--- src/rtl/updn_shift_reg.sv ---
module updn_shift_reg #(
  parameter int WIDTH = 4
) (
  input  logic             clk,
  input  logic             arst,
  input  logic [2:0]       mode,
  input  logic             cep_n,
  input  logic             cet_n,
  input  logic             sin_dn,
  input  logic [WIDTH-1:0] preset,
  output logic [WIDTH-1:0] q,
  output logic [WIDTH-1:0] q_n,
  output logic             tc_n
);
  localparam logic [WIDTH-1:0] ALL1 = '1;
  localparam logic [WIDTH-1:0] ONE  = WIDTH'(1);

  typedef enum logic [2:0] {
    M_LOAD = 3'd0, M_UP = 3'd1, M_DN = 3'd2, M_SHU = 3'd3,
    M_SHD  = 3'd4, M_CPL = 3'd5, M_CLR = 3'd6, M_HOLD = 3'd7
  } mode_e;

  mode_e m;
  logic  cnt_en;

  assign m      = mode_e'(mode);
  assign cnt_en = !cep_n && !cet_n;
  assign q_n    = ~q;

  always_ff @(posedge clk or posedge arst) begin
    if (arst) q <= '0;
    else begin
      case (m)
        M_LOAD: q <= preset;
        M_UP:   if (cnt_en) q <= q + ONE;
        M_DN:   if (cnt_en) q <= q - ONE;
        M_SHU:  q <= {q[WIDTH-2:0], cet_n};
        M_SHD:  q <= {sin_dn, q[WIDTH-1:1]};
        M_CPL:  q <= ~q;
        M_CLR:  q <= '0;
        default: q <= q;
      endcase
    end
  end

  always_comb begin
    case (m)
      M_UP:         tc_n = !(!cet_n && (q == ALL1));
      M_DN:         tc_n = !(!cet_n && (q == '0));
      M_SHU, M_SHD: tc_n = q[WIDTH-1];
      default:      tc_n = 1'b1;
    endcase
  end
endmodule

--- config.mk ---
export PLATFORM = sky130hd
export DESIGN_NAME = updn_shift_reg
export DESIGN_NICKNAME = d
export VERILOG_FILES = /design/src/rtl/updn_shift_reg.sv
export SDC_FILE = /design/constraint.sdc
export NUM_CORES = 1
export LEC_CHECK = 0
export BUFFER_PORTS_ARGS = -buffer_cell sky130_fd_sc_hd__buf_4
export CORE_AREA = 10 10 47 49
export CTS_BUF_LIST = sky130_fd_sc_hd__clkbuf_16
export CTS_CLUSTER_SIZE = 10
export DETAILED_ROUTE_END_ITERATION = 10
export DIE_AREA = 0 0 57 59
export HOLD_SLACK_MARGIN = 0.03
export PLACE_DENSITY = 0.72
export REMOVE_ABC_BUFFERS = 1
export SYNTH_ARGS = -nofsm -noshare
export SYNTH_HDL_FRONTEND = slang
export SYNTH_SLANG_ARGS = --single-unit
--- constraint.sdc ---
create_clock -name clk -period 3.05 [get_ports clk]
set_input_delay 0.915 -clock clk [delete_from_list [all_inputs] [get_ports clk]]
set_output_delay 0.915 -clock clk [all_outputs]
set_load 0.03 [all_outputs]
# ---- Word level (Yosys, flattened, before mapping)
# Index checks and enable logic that the tools add are counted.
# Widths: inputs -> output; s select.
dict set report totals {
  inputBits 12
  ramBits 0
  mem_bits_ro 0
  wordCells 29
  latchBits 0
  memories 0
  ff_bits 4
}
dict set report classes {
  bitwise_logic 1
  div 0
  mul 0
  mux 4
  n_eq_ne 9
  shifts 0
  magnitude_cmp 0
  n_addsub 2
  reduce_logical 12
}
# op n
set op_table {}
lappend op_table {{$pmux 4 s7} 1}
lappend op_table {{$eq 3x3->1 const B} 3}
lappend op_table {{$mux 4} 2}
lappend op_table {{$reduce_bool 7->1} 1}
lappend op_table {{$eq 3x2->1 const B} 2}
lappend op_table {{$add 4x1->4 const B} 1}
lappend op_table {{$eq 4x4->1 const B} 1}
lappend op_table {{$logic_not 1->1} 4}
lappend op_table {{$logic_not 4->1} 1}
lappend op_table {{$ne 2x2->1 const B} 2}
lappend op_table {{$not 4->4} 1}
lappend op_table {{$sub 4x1->4 const B} 1}
lappend op_table {{$eq 3x1->1 const B} 1}
lappend op_table {{$logic_and 1x1->1} 3}
lappend op_table {{$logic_not 3->1} 1}
lappend op_table {{$pmux 1 s3} 1}
lappend op_table {{$reduce_and 3->1} 1}
lappend op_table {{$reduce_or 2->1} 1}

# ---- Longest topological paths before layout
# Gate-level depths: netlist (run 1).
dict set report depth {
  ltp_word 4
  depth_mapped 9
  depth_no_buf 8
}

# ---- Worst setup path after synthesis (run 1)
# Ideal clock, no wire load.
dict set report synth_timing {
  path_type {in2out}
  start {in mode[2]}
  end {out tc_n}
  stages 5
  setup_slack_ps 223
  t_arrival_ps 1912
  t_required_ps 2135
  path_cell_list {buf_2 buf_2 a21oi_1 a222oi_1 nand2_1}
}
dict set report synth_via {
  elab_chain_cells 3
  word_cells_on_any_way 6
  classes_between {eq/ne: 4; mux: 1; reduce/logical: 1}
}
# element line_no
set synth_rtl {}
lappend synth_rtl {{start, declared} 6} ;# input logic [2:0] mode,
lappend synth_rtl {{$eq 3x2->1 or $eq 3x3->1 (tied branches)} 47} ;# case (m)
lappend synth_rtl {{$reduce_or 2->1} 47}
lappend synth_rtl {{$pmux 1 s3 *} 47}
lappend synth_rtl {{end, declared} 13} ;# output logic tc_n
# Mark *: on every way between the ends. The rest lies on a longest branch, timed or not.

# ---- Final worst setup path (run 1)
dict set report layout_timing {
  start {in mode[1]}
  end {out tc_n}
}
# The elaborated chain is that of the path after synthesis.

==> summary.txt, run 1 <==
Timing
  – Slew margin rel.: about four fifths
  – Worst Setup Slack, final: between 0.1 and 0.15 ns
  – Fin Setup TNS: 0 ns
  – Slew of the pin with the lowest slew margin: 0.323 ns
  – Period utilization: 96.1%
  – Top achievable clock speed: around 340 MHz
  – Final-report setup violation count: 0
  – Hold slack: roughly 0.58 ns
  – Final number of max-transition violations: 0
  – RSZ-0062 raised after global routing: no
  – Final min period: roughly 2.9 ns
  – Clk_skew: 0.00186 ns
  – Final hold vios: 0

Yosys
  – Top_reg_cell synth: dfrtp_1
  – Synthesis-stage register bit count: 4
  – Mux cell area share after synthesis: 0%
  – Synthesized area: 576 µm²
  – Top post-synthesis cells by area: dfrtp_1 (17%), buf_2 (4.3%), nand2b_1 (4.3%)
  – Register area share after synthesis: between 10% and 20%
  – Dominant cell type by area after synthesis: dfrtp_1
  – Synth Area per Inst: around 7.4 µm²
  – Largest family of logic cells by synthesized area: compound AO/OA/AOI/OAI gates
  – Post-Synth Adder-Cell Area: roughly 2.2%
  – Post-Synth XOR/XNOR Area: under 10%
  – Post-synth EDFFs: 0
  – Post-synthesis compound-gate area fraction: 38.9%
  – Cells after synthesis: about 80
  – Yosys warns: 0
  – Area share of the largest cell type after synthesis: between 10% and 20%
  – Synth cell types: 38
  – Post-synthesis async set-or-reset flop share: 100%
  – Post-synthesis simple-gate area fraction: between 20% and 30%

Die
  – Row cnt: 14
  – Die ar.: between 3000 and 4000 µm²
  – Starting Density: about two fifths
  – Die Wd: about 57 µm
  – Core area: 1400 µm²
  – Die height: between 50 and 60 µm
  – IO Pins: 21

Routing
  – DR DRC count: 0
  – Avg Vias per Cell: approximately 6
  – 1st-iter DRT viols: 31
  – Drt pass-1 iters: 5
  – Post-DR wirelength/cell: about 15 µm
  – Final wirelength: 1720 µm
  – Via count: ~670
  – Antenna-violating nets left: 0

Final layout
  – Fillers: around 140
  – Layout cell share with drive strength beyond 1: about 30%
  – Max reg flops: 4
  – Largest Register: q
  – Fin cells: ~110
  – Diode count: 0
  – Largest registers: q: 4 flops
  – Area Overhead vs Synth: 38.9%
  – Post-layout nets: about 110

Placed design
  – Placed insts: 110
  – Port buffer count: 20
  – Final HPWL DP: roughly 1300 µm
  – GPL Wtd Cong: just under 0.9
  – Dpl ws: approximately 0.13 ns

Power
  – Cell-internal power: between 0.0003 and 0.0004 W
  – Combinational cell fraction of total power: around 43%
  – Pleak: 0.354 nW
  – Sw frac: 37.4%
  – Sequential share of power: 18.1%
  – Clock power frac: 39.1%
  – Total chip power: 0.000520 W
  – Pwr dens: ~650 nW/µm²
  – Switching Power: 0.000195 W
  – VDD IR max: about 0.59 mV

Clock tree
  – Cts bufs inserted: 3
  – Cts hold-fix bufs: 0
  – Worst-Skew Late Latency: about 0.22 ns
  – CTS sink cnt: 4
  – H-tree depth: 1
  – Clock-pin slew on the worst setup and hold paths: approximately 0.030 ns
  – CTS tree: done
  – Clk root buf: clkbuf_16
  – Clock buffer depth: 2
  – CTS resizes: 0
  – Setup repair bufs after CTS: 0

Setup path
  – CP endpoint kind: output pin
  – Worst Path Max Fanout: 18
  – WP data arrival: 2.02 ns
  – Critical Path RT: 2.13 ns
  – CP startpoint kind: input port
  – CP Class: input port to output pin

GRT
  – Tot GR Track Use: approximately a tenth
  – Largest net degree at the start of global routing: 19
  – First-pass GRT wire length: 2580 µm
  – Initial antenna violation count: 0
  – Vias in the first global route: between 500 and 600
  – GRT overflow: 0

Outcome
  – Status: finished, final reports clean

Run
  – Max cap viols: 0

Worst hold path
  – Worst hold-check path type: input port to asynchronous set/reset pin
[power by group through the flow]
stage / Clock, W / Combinational, W / Sequential (W)
2_1_floorplan: 0 / 0.000116 / 0.000110
3_3_place_gp: 0 / 0.000219 / 0.0000949
3_5_place_dp: 0 / 0.000221 / 0.0000940
4_1_cts: 0.000205 / 0.000224 / 0.0000935
5_1_grt: 0.000208 / 0.000240 / 0.0000962
6_report: 0.000203 / 0.000222 / 0.0000940
[cell families (layout without fill, tap and decap cells)]
logic type,count (synthesis),in the layout
buffers and inverters,13,32
AOI/OAI and AO/OA,31,31
and+or+nand+nor,27,27
xor gates and xnor gates,2,2
DFF,4,4
adders and majority gates,1,1
[path summary, 6_finish.rpt]
check                           endpoint  startpoint  cells past startpoint  slack (ns)
worst max-delay path                tc_n     mode[1]                      6        0.12
worst min-delay path                q[0]        arst                      2        0.58
worst max register to register      q[2]        q[1]                      7        1.15
worst min register to register      q[2]        q[2]                      1        0.67
max in group asynchronous           q[3]        arst                      2        2.31
min in group clk                    q[2]        q[2]                      1        0.67
[synth_stat cells (2+ instances only)]
cell type and count:
nand2b_1 4, dfrtp_1 4, buf_2 5, a21oi_1 4, nor2_1 5, a21o_1 2, o221ai_1 2, nor3_1 2
or3_1 2, inv_1 6, a211oi_1 2, nand2_1 6, xnor2_1 2, o211ai_1 3, o21ai_1 2, o21ai_0 4
a22oi_1 2
[routing by layer]
| metal | share of wire (%) | GRT usage, % | vias to the layer above |
|---|---|---|---|
| met1 | 40 | 10.5 | 305 |
| met3 | 7.6 | 3.00 | 0 |
| met5 | 0 | 0 | - |
| met2 | 52 | 15.7 | 32 |
| li1 | - | - | 329 |
| met4 | 0 | 4.70 | 0 |
[per-stage QoR]
stage / cell area (µm²) / util, %
4_1_cts: 800 / 57.1
2_1_floorplan: 539 / -
3_5_place_dp: 724 / 51.7
6_report: 800 / 57.1
3_3_place_gp: 724 / 51.7
5_1_grt: 800 / 57.1
[layout by cell type (no fill, tap or decap), types with 2 or more instances in the layout]
| cell type | n |
|---|---|
| nand2_1 | 6 |
| clkbuf_16 | 3 |
| o221ai_1 | 2 |
| a211oi_1 | 2 |
| or3_1 | 2 |
| inv_1 | 6 |
| o211ai_1 | 3 |
| dfrtp_1 | 4 |
| nor3_1 | 2 |
| a21o_1 | 2 |
| nand2b_1 | 4 |
| a21oi_1 | 4 |
| o21ai_1 | 2 |
| nor2_1 | 5 |
| a22oi_1 | 2 |
| xnor2_1 | 2 |
| buf_4 | 22 |
| o21ai_0 | 4 |
[area by class of cell]
class,count,area [µm²],share of cell area (%)
multi-input cells,61,413,51.6
repair buffers,22,165,20.7
inverters,7,26.3,3.29
clock buffers,3,75.1,9.39
well taps,16,20.0,2.50
flip-flops and latches,4,100,12.5
[critical path, stage by stage]
cell and delay, ns:
buf_4 0.18, nand2b_1 0.17, a21oi_1 0.11, a222oi_1 0.37, nand2_1 0.09, buf_4 0.17
Power figures use the tool's default switching activity.
==> run 2: changes to the inputs <==
- PLACE_DENSITY: 0.72 -> default
- PLACE_DENSITY_LB_ADDON: default -> 0.08
==> run 2 against run 1 <==
  * Final cell count stayed put
  * Count of clock-buffer cells in the layout stayed put
  * Clock power hardly changed
  * Flip-flop and latch count stayed put
  * Critical path depth stayed put
  * Total power hardly changed
  * Clock skew hardly changed
  * First-iteration DRC count is 35% lower
  * Combinational power is 4% higher
  * Register-to-register slack better by 0.17 ns
  * Worst setup slack worse by 0.023 ns
  * Die area stayed put
  * Critical endpoint unchanged
==> summary.txt, run 2 (synthesis results as in run 1) <==
GRT
  – Vias in the first global route: 622 (+6.5%)
  – First-pass GRT wire length: 2680 µm (+3.8%)
  – GRT overflow: 0 (unchanged)
  – Initial antenna violation count: 0 (unchanged)
  – Largest net degree at the start of global routing: 19 (unchanged)
  – Tot GR Track Use: 9.77% (+0.38 points)

Die
  – Core area: 1400 µm² (unchanged)
  – IO Pins: 21 (unchanged)
  – Starting Density: 41.1% (unchanged)
  – Die Wd: 57 µm (unchanged)
  – Die height: 59 µm (unchanged)
  – Row cnt: 14 (unchanged)
  – Die ar.: 3360 µm² (unchanged)

Timing
  – Slew margin rel.: 79.6% (+1.2 points)
  – Period utilization: 96.9% (+0.74 points)
  – Final-report setup violation count: 0 (unchanged)
  – Final min period: 2.95 ns (+0.0225 ns)
  – Top achievable clock speed: 338 MHz (-0.76%)
  – Slew of the pin with the lowest slew margin: 0.305 ns (-0.0181 ns)
  – Fin Setup TNS: 0 ns (unchanged)
  – Final number of max-transition violations: 0 (unchanged)
  – RSZ-0062 raised after global routing: no
  – Clk_skew: 0.00158 ns (-0.000284 ns)
  – Final hold vios: 0 (unchanged)

Final layout
  – Fin area: 800 µm² (unchanged)
  – Area Overhead vs Synth: 38.9% (unchanged)
  – Commonest non-fill, non-tap cell in the layout: buf_4
  – Multi-input logic area: 413 µm² (unchanged)
  – Diode count: 0 (unchanged)
  – Max reg flops: 4 (unchanged)
  – Fin cells: 113 (unchanged)
  – Largest registers: q: 4 flops
  – Layout cell share with drive strength beyond 1: 29.9% (unchanged)
  – Largest Register: q
  – Area occupied by registers: 100 µm² (unchanged)
  – Most frequent cells in the layout: buf_4 (22), nand2_1 (6), inv_1 (6), nor2_1 (5)
  – Fillers: 151 (+7.1%)
  – Post-layout nets: 112 (unchanged)

Power
  – VDD IR max: 0.482 mV (-19%)
  – Total chip power: 0.000520 W (about the same)
  – Pwr dens: 650 nW/µm² (about the same)
  – Pleak: 0.354 nW (about the same)

Setup path
  – CP Class: input port to output pin
  – Critical Path RT: 2.13 ns (about the same)
  – Delay-heaviest family, CP: compound AO/OA/AOI/OAI gates
  – Worst Path Max Fanout: 18 (unchanged)
  – CP max stage delay: 0.38 ns (about the same)
  – CP most frequent cell: buf_4
  – CP max-delay cell: a222oi_1
  – CP cell instances: buf_4 > nand2b_1 > a21oi_1 > a222oi_1 > nand2_1 > buf_4
  – CP endpoint kind: output pin
  – WP data arrival: 2.04 ns (+0.02 ns)
  – Worst Path Buf+Inv: 2 (unchanged)
  – CP startpoint kind: input port

Routing
  – Antenna-violating nets left: 0 (unchanged)
  – Final wirelength: 1640 µm (-4.7%)
  – Via count: 646 (-3.0%)
  – DR DRC count: 0 (unchanged)
  – 1st-iter DRT viols: 20 (-35%)
  – Drt pass-1 iters: 4 (-1)
  – Avg Vias per Cell: 5.72 (-3.0%)
  – Post-DR wirelength/cell: 14.5 µm (-4.7%)

Clock tree
  – CTS sink cnt: 4 (unchanged)
  – Clock buffer depth: 2 (unchanged)
  – Worst-Skew Late Latency: 0.23 ns (about the same)
  – Clock-pin slew on the worst setup and hold paths: 0.03 ns (about the same)
  – Clk root buf: clkbuf_16
  – CTS tree: done
  – CTS resizes: 0 (unchanged)
  – Cts bufs inserted: 3 (unchanged)
  – Cts hold-fix bufs: 0 (unchanged)
  – H-tree depth: 1 (unchanged)
  – Setup repair bufs after CTS: 0 (unchanged)

Outcome
  – Status: finished, final reports clean

Run
  – Max cap viols: 0 (unchanged)

Placed design
  – Port buffer count: 20 (unchanged)
  – DP Area: 724 µm² (unchanged)
  – Final HPWL DP: 1240 µm (-4.0%)
  – GPL Wtd Cong: 0.874 (-1.3%)
  – Placed insts: 110 (unchanged)

Worst hold path
  – Worst hold-check path type: input port to asynchronous set/reset pin
run 2: cell counts in the layout (fill, tap and decap cells not counted):
Identical to the previous run, type by type.
run 2: cell type report:
type / count / area share (%)
multi-input combinational: 61 / 51.6
tap: 16 / 2.50
sequential: 4 / 12.5
inverter: 7 / 3.29
timing repair buffer: 22 / 20.7
clock buffer: 3 / 9.39
run 2: per-stage QoR:
step	setup slack [ns]	utilization, %	hold WS (ns)
detailed placement	0.139	51.7	0.636
CTS	0.125	57.1	0.578
global route	0.00641	57.1	0.585
finish	0.0954	57.1	0.575
global placement	0.164	51.7	0.648
floorplan	0.359	-	0.681
run 2: where the power goes:
group	total, W	switching, W	internal, W
Combinational	0.000230	0.000134	0.0000957
Sequential	0.0000861	0.0000207	0.0000654
Clock	0.000204	0.0000364	0.000167
run 2: worst paths after layout:
path	cells past startpoint	slack (ns)	from	end
max in group asynchronous	2	2.32	arst	q[1]
setup / recovery	6	0.1	mode[1]	tc_n
min in group clk	3	0.64	q[1]	q[1]
hold / removal	2	0.58	arst	q[2]
hold reg to reg	3	0.64	q[1]	q[1]
setup reg to reg	8	1.32	q[1]	q[2]
run 2: per-layer routing:
layer	up-vias	wire (µm)	global-route usage, %	share of wire (%)
li1	328	-	-	-
met1	289	717	10.6	44
met2	25	762	15.7	47
met3	4	119	4.51	7.3
met4	0	38	5.03	2.3
met5	-	0	0	0
run 2: worst reg2reg max path, stage by stage, from the launching register on:
cell and delay (ns):
dfrtp_1 0.36, buf_4 0.17, inv_1 0.11, xnor2_1 0.08, ha_1 0.23, o311ai_1 0.26, o21ai_1 0.10, o221ai_1 0.20
a22o_1 0.16
==> run 3: changes to the inputs <==
- CELL_PAD_IN_SITES_DETAIL_PLACEMENT: default -> 0
- CELL_PAD_IN_SITES_GLOBAL_PLACEMENT: default -> 2
- CORE_AREA: 10 10 47 49 -> default
- CORE_MARGIN: default -> 10
- CORE_UTILIZATION: default -> 27
- DIE_AREA: 0 0 57 59 -> default
==> run 3 against run 2 <==
  * Wire length rose by 12%
  * Count of clock-buffer cells in the layout did not move
  * Global-route usage fell by 1.4 points
  * Final cell count rose by 12%
  * Critical path depth did not move
  * Critical path type unchanged
  * Largest cell class unchanged
  * Highest routed layer is now met3
==> summary.txt, run 3 (synthesis results as in run 1) <==
Outcome
  – Status: finished, final reports clean

Clock tree
  – Setup repair bufs after CTS: 0 (unchanged)
  – CTS sink cnt: 4 (unchanged)
  – Cts hold-fix bufs: 0 (unchanged)
  – CTS tree: done
  – Clock buffer depth: 2 (unchanged)
  – CTS resizes: 0 (unchanged)
  – Clk root buf: clkbuf_16
  – Worst-Skew Late Latency: 0.23 ns (about the same)
  – Cts bufs inserted: 3 (unchanged)
  – H-tree depth: 1 (unchanged)
  – Clock-pin slew on the worst setup and hold paths: 0.03 ns (about the same)

Setup path
  – CP cell instances: buf_4 > nand2b_1 > a21oi_1 > a222oi_1 > nand2_1 > buf_4
  – End of the critical path: tc_n
  – CP endpoint kind: output pin
  – CP Class: input port to output pin
  – CP max stage delay: 0.36 ns (-0.02 ns)
  – Delay-heaviest family, CP: compound AO/OA/AOI/OAI gates
  – FF-to-FF Start: q[1]
  – CP max-delay cell: a222oi_1
  – Stages on worst setup path: 6 (unchanged)
  – WP data arrival: 1.99 ns (-0.05 ns)
  – Reg2reg setup slack: 1.31 ns (about the same)
  – RR Endpoint: q[2]
  – Worst Path Buf+Inv: 2 (unchanged)
  – CP startpoint kind: input port
  – CP most frequent cell: buf_4
  – Worst r2r path cells: 8 (unchanged)
  – CP Launch Point: mode[1]
  – Critical Path RT: 2.13 ns (about the same)
  – Worst Path Max Fanout: 18 (unchanged)

Placed design
  – DP Area: 761 µm² (+5.0%)
  – Port buffer count: 20 (unchanged)
  – Final HPWL DP: 1400 µm (+13%)
  – GPL Wtd Cong: 0.784 (-10%)

Timing
  – Slew of the pin with the lowest slew margin: 0.317 ns (+0.0119 ns)
  – Slew margin rel.: 78.9% (-0.70 points)
  – Final number of max-transition violations: 0 (unchanged)
  – Period utilization: 95.3% (-1.5 points)
  – Final hold vios: 0 (unchanged)
  – Final min period: 2.91 ns (-0.0465 ns)
  – Final-report setup violation count: 0 (unchanged)
  – Clk_skew: 0.00380 ns (+0.00222 ns)
  – Top achievable clock speed: 344 MHz (+1.6%)
  – Fin Setup TNS: 0 ns (unchanged)
  – RSZ-0062 raised after global routing: no

Routing
  – Drt pass-1 iters: 4 (unchanged)
  – Avg Vias per Cell: 5.05 (-12%)
  – Final wirelength: 1830 µm (+12%)
  – Antenna-violating nets left: 0 (unchanged)
  – 1st-iter DRT viols: 23 (+15%)
  – DR DRC count: 0 (unchanged)
  – Via count: 641 (-0.77%)
  – Post-DR wirelength/cell: 14.4 µm (-0.42%)

Power
  – VDD IR max: 0.370 mV (-23%)
  – Combinational cell fraction of total power: 47.7% (+3.5 points)
  – Pwr dens: 642 nW/µm² (-1.3%)
  – Sequential share of power: 14.2% (-2.4 points)
  – Pleak: 0.369 nW (+4.2%)
  – Switching Power: 0.000199 W (+4.2%)
  – Clock power frac: 38.1% (-1.1 points)
  – Sw frac: 37.1% (+0.34 points)
  – Cell-internal power: 0.000337 W (+2.7%)

Final layout
  – Fillers: 221 (+46%)
  – Max reg flops: 4 (unchanged)
  – Fin area: 836 µm² (+4.5%)
  – Area Overhead vs Synth: 45.2%
  – Post-layout nets: 115 (+2.7%)
  – Largest registers: q: 4 flops
  – Most frequent cells in the layout: buf_4 (25), nand2_1 (6), inv_1 (6), nor2_1 (5)
  – Diode count: 0 (unchanged)
  – Layout cell share with drive strength beyond 1: 32.0% (+2.1 points)
  – Commonest non-fill, non-tap cell in the layout: buf_4
  – Largest Register: q

Run
  – Max cap viols: 0 (unchanged)

Die
  – IO Pins: 21 (unchanged)
  – Row cnt: 16 (+2)
  – Die Wd: 66.2 µm (+16%)
  – Die height: 66.2 µm (+12%)
  – Core area: 2000 µm² (+43%)
  – Starting Density: 28.7% (-12 points)
  – Die ar.: 4380 µm² (+30%)

GRT
  – Largest net degree at the start of global routing: 19 (unchanged)
  – Tot GR Track Use: 8.40% (-1.4 points)
  – First-pass GRT wire length: 2930 µm (+9.3%)
  – Vias in the first global route: 633 (+1.8%)
  – GRT overflow: 0 (unchanged)
  – Initial antenna violation count: 0 (unchanged)

Worst hold path
  – Worst hold-check path type: input port to asynchronous set/reset pin
## run 3: cell types whose count changed in the layout (fill, tap and decap cells not counted), sizes merged
cell  previous run  this run
buf             22        25
## run 3: layout make-up
type | instances | area (µm²) | share of cell area [%]
Multi-Input combinational cell | 61 | 413 | 49.4
Timing Repair Buffer | 25 | 188 | 22.5
Sequential cell | 4 | 100 | 12.0
Clock buffer | 3 | 75.1 | 8.98
Tap cell | 27 | 33.8 | 4.04
Inverter | 7 | 26.3 | 3.14
## run 3: per-stage QoR
step | hold WS [ns] | power [W] | util, % | setup WS (ns) | std cells
after global routing | 0.590 | 0.000572 | 41.8 | 0.0878 | 127
after CTS | 0.580 | 0.000542 | 41.8 | 0.152 | 127
after floorplan | 0.681 | 0.000227 | - | 0.359 | 72
after detailed placement | 0.631 | 0.000334 | 38.0 | 0.163 | 124
final | 0.578 | 0.000536 | 41.8 | 0.142 | 127
after global placement | 0.645 | 0.000336 | 38.0 | 0.153 | 124
## run 3: power by group through the flow
stage | Clock [W] | Sequential, W | Combinational, W
5_1_grt | 0.000214 | 0.0000788 | 0.000279
3_3_place_gp | 0 | 0.0000769 | 0.000260
4_1_cts | 0.000209 | 0.0000764 | 0.000257
2_1_floorplan | 0 | 0.000110 | 0.000116
6_report | 0.000204 | 0.0000763 | 0.000256
3_5_place_dp | 0 | 0.0000769 | 0.000257
## run 3: layer usage
layer	part of all wire (%)	global-route usage [%]
met1	50	11.2
met2	41	10.9
met3	9.4	4.07
met5	0	0
met4	0	3.66
## run 3: worst min path at each step
| stage | to | slack, ns | start |
|---|---|---|---|
| global route | q[2] | 0.59 | arst |
| finish | q[2] | 0.58 | arst |
| CTS | q[2] | 0.58 | arst |
| floorplan | q[0] | 0.68 | arst |
| global placement | q[2] | 0.64 | q[2] |
| detailed placement | q[0] | 0.63 | q[0] |
## run 3: worst reg2reg max path, cell delays in order, from the launching register on
cell	delay, ns
dfrtp_1	0.36
buf_4	0.17
inv_1	0.11
xnor2_1	0.08
ha_1	0.24
o311ai_1	0.26
o21ai_1	0.10
o221ai_1	0.20
a22o_1	0.16
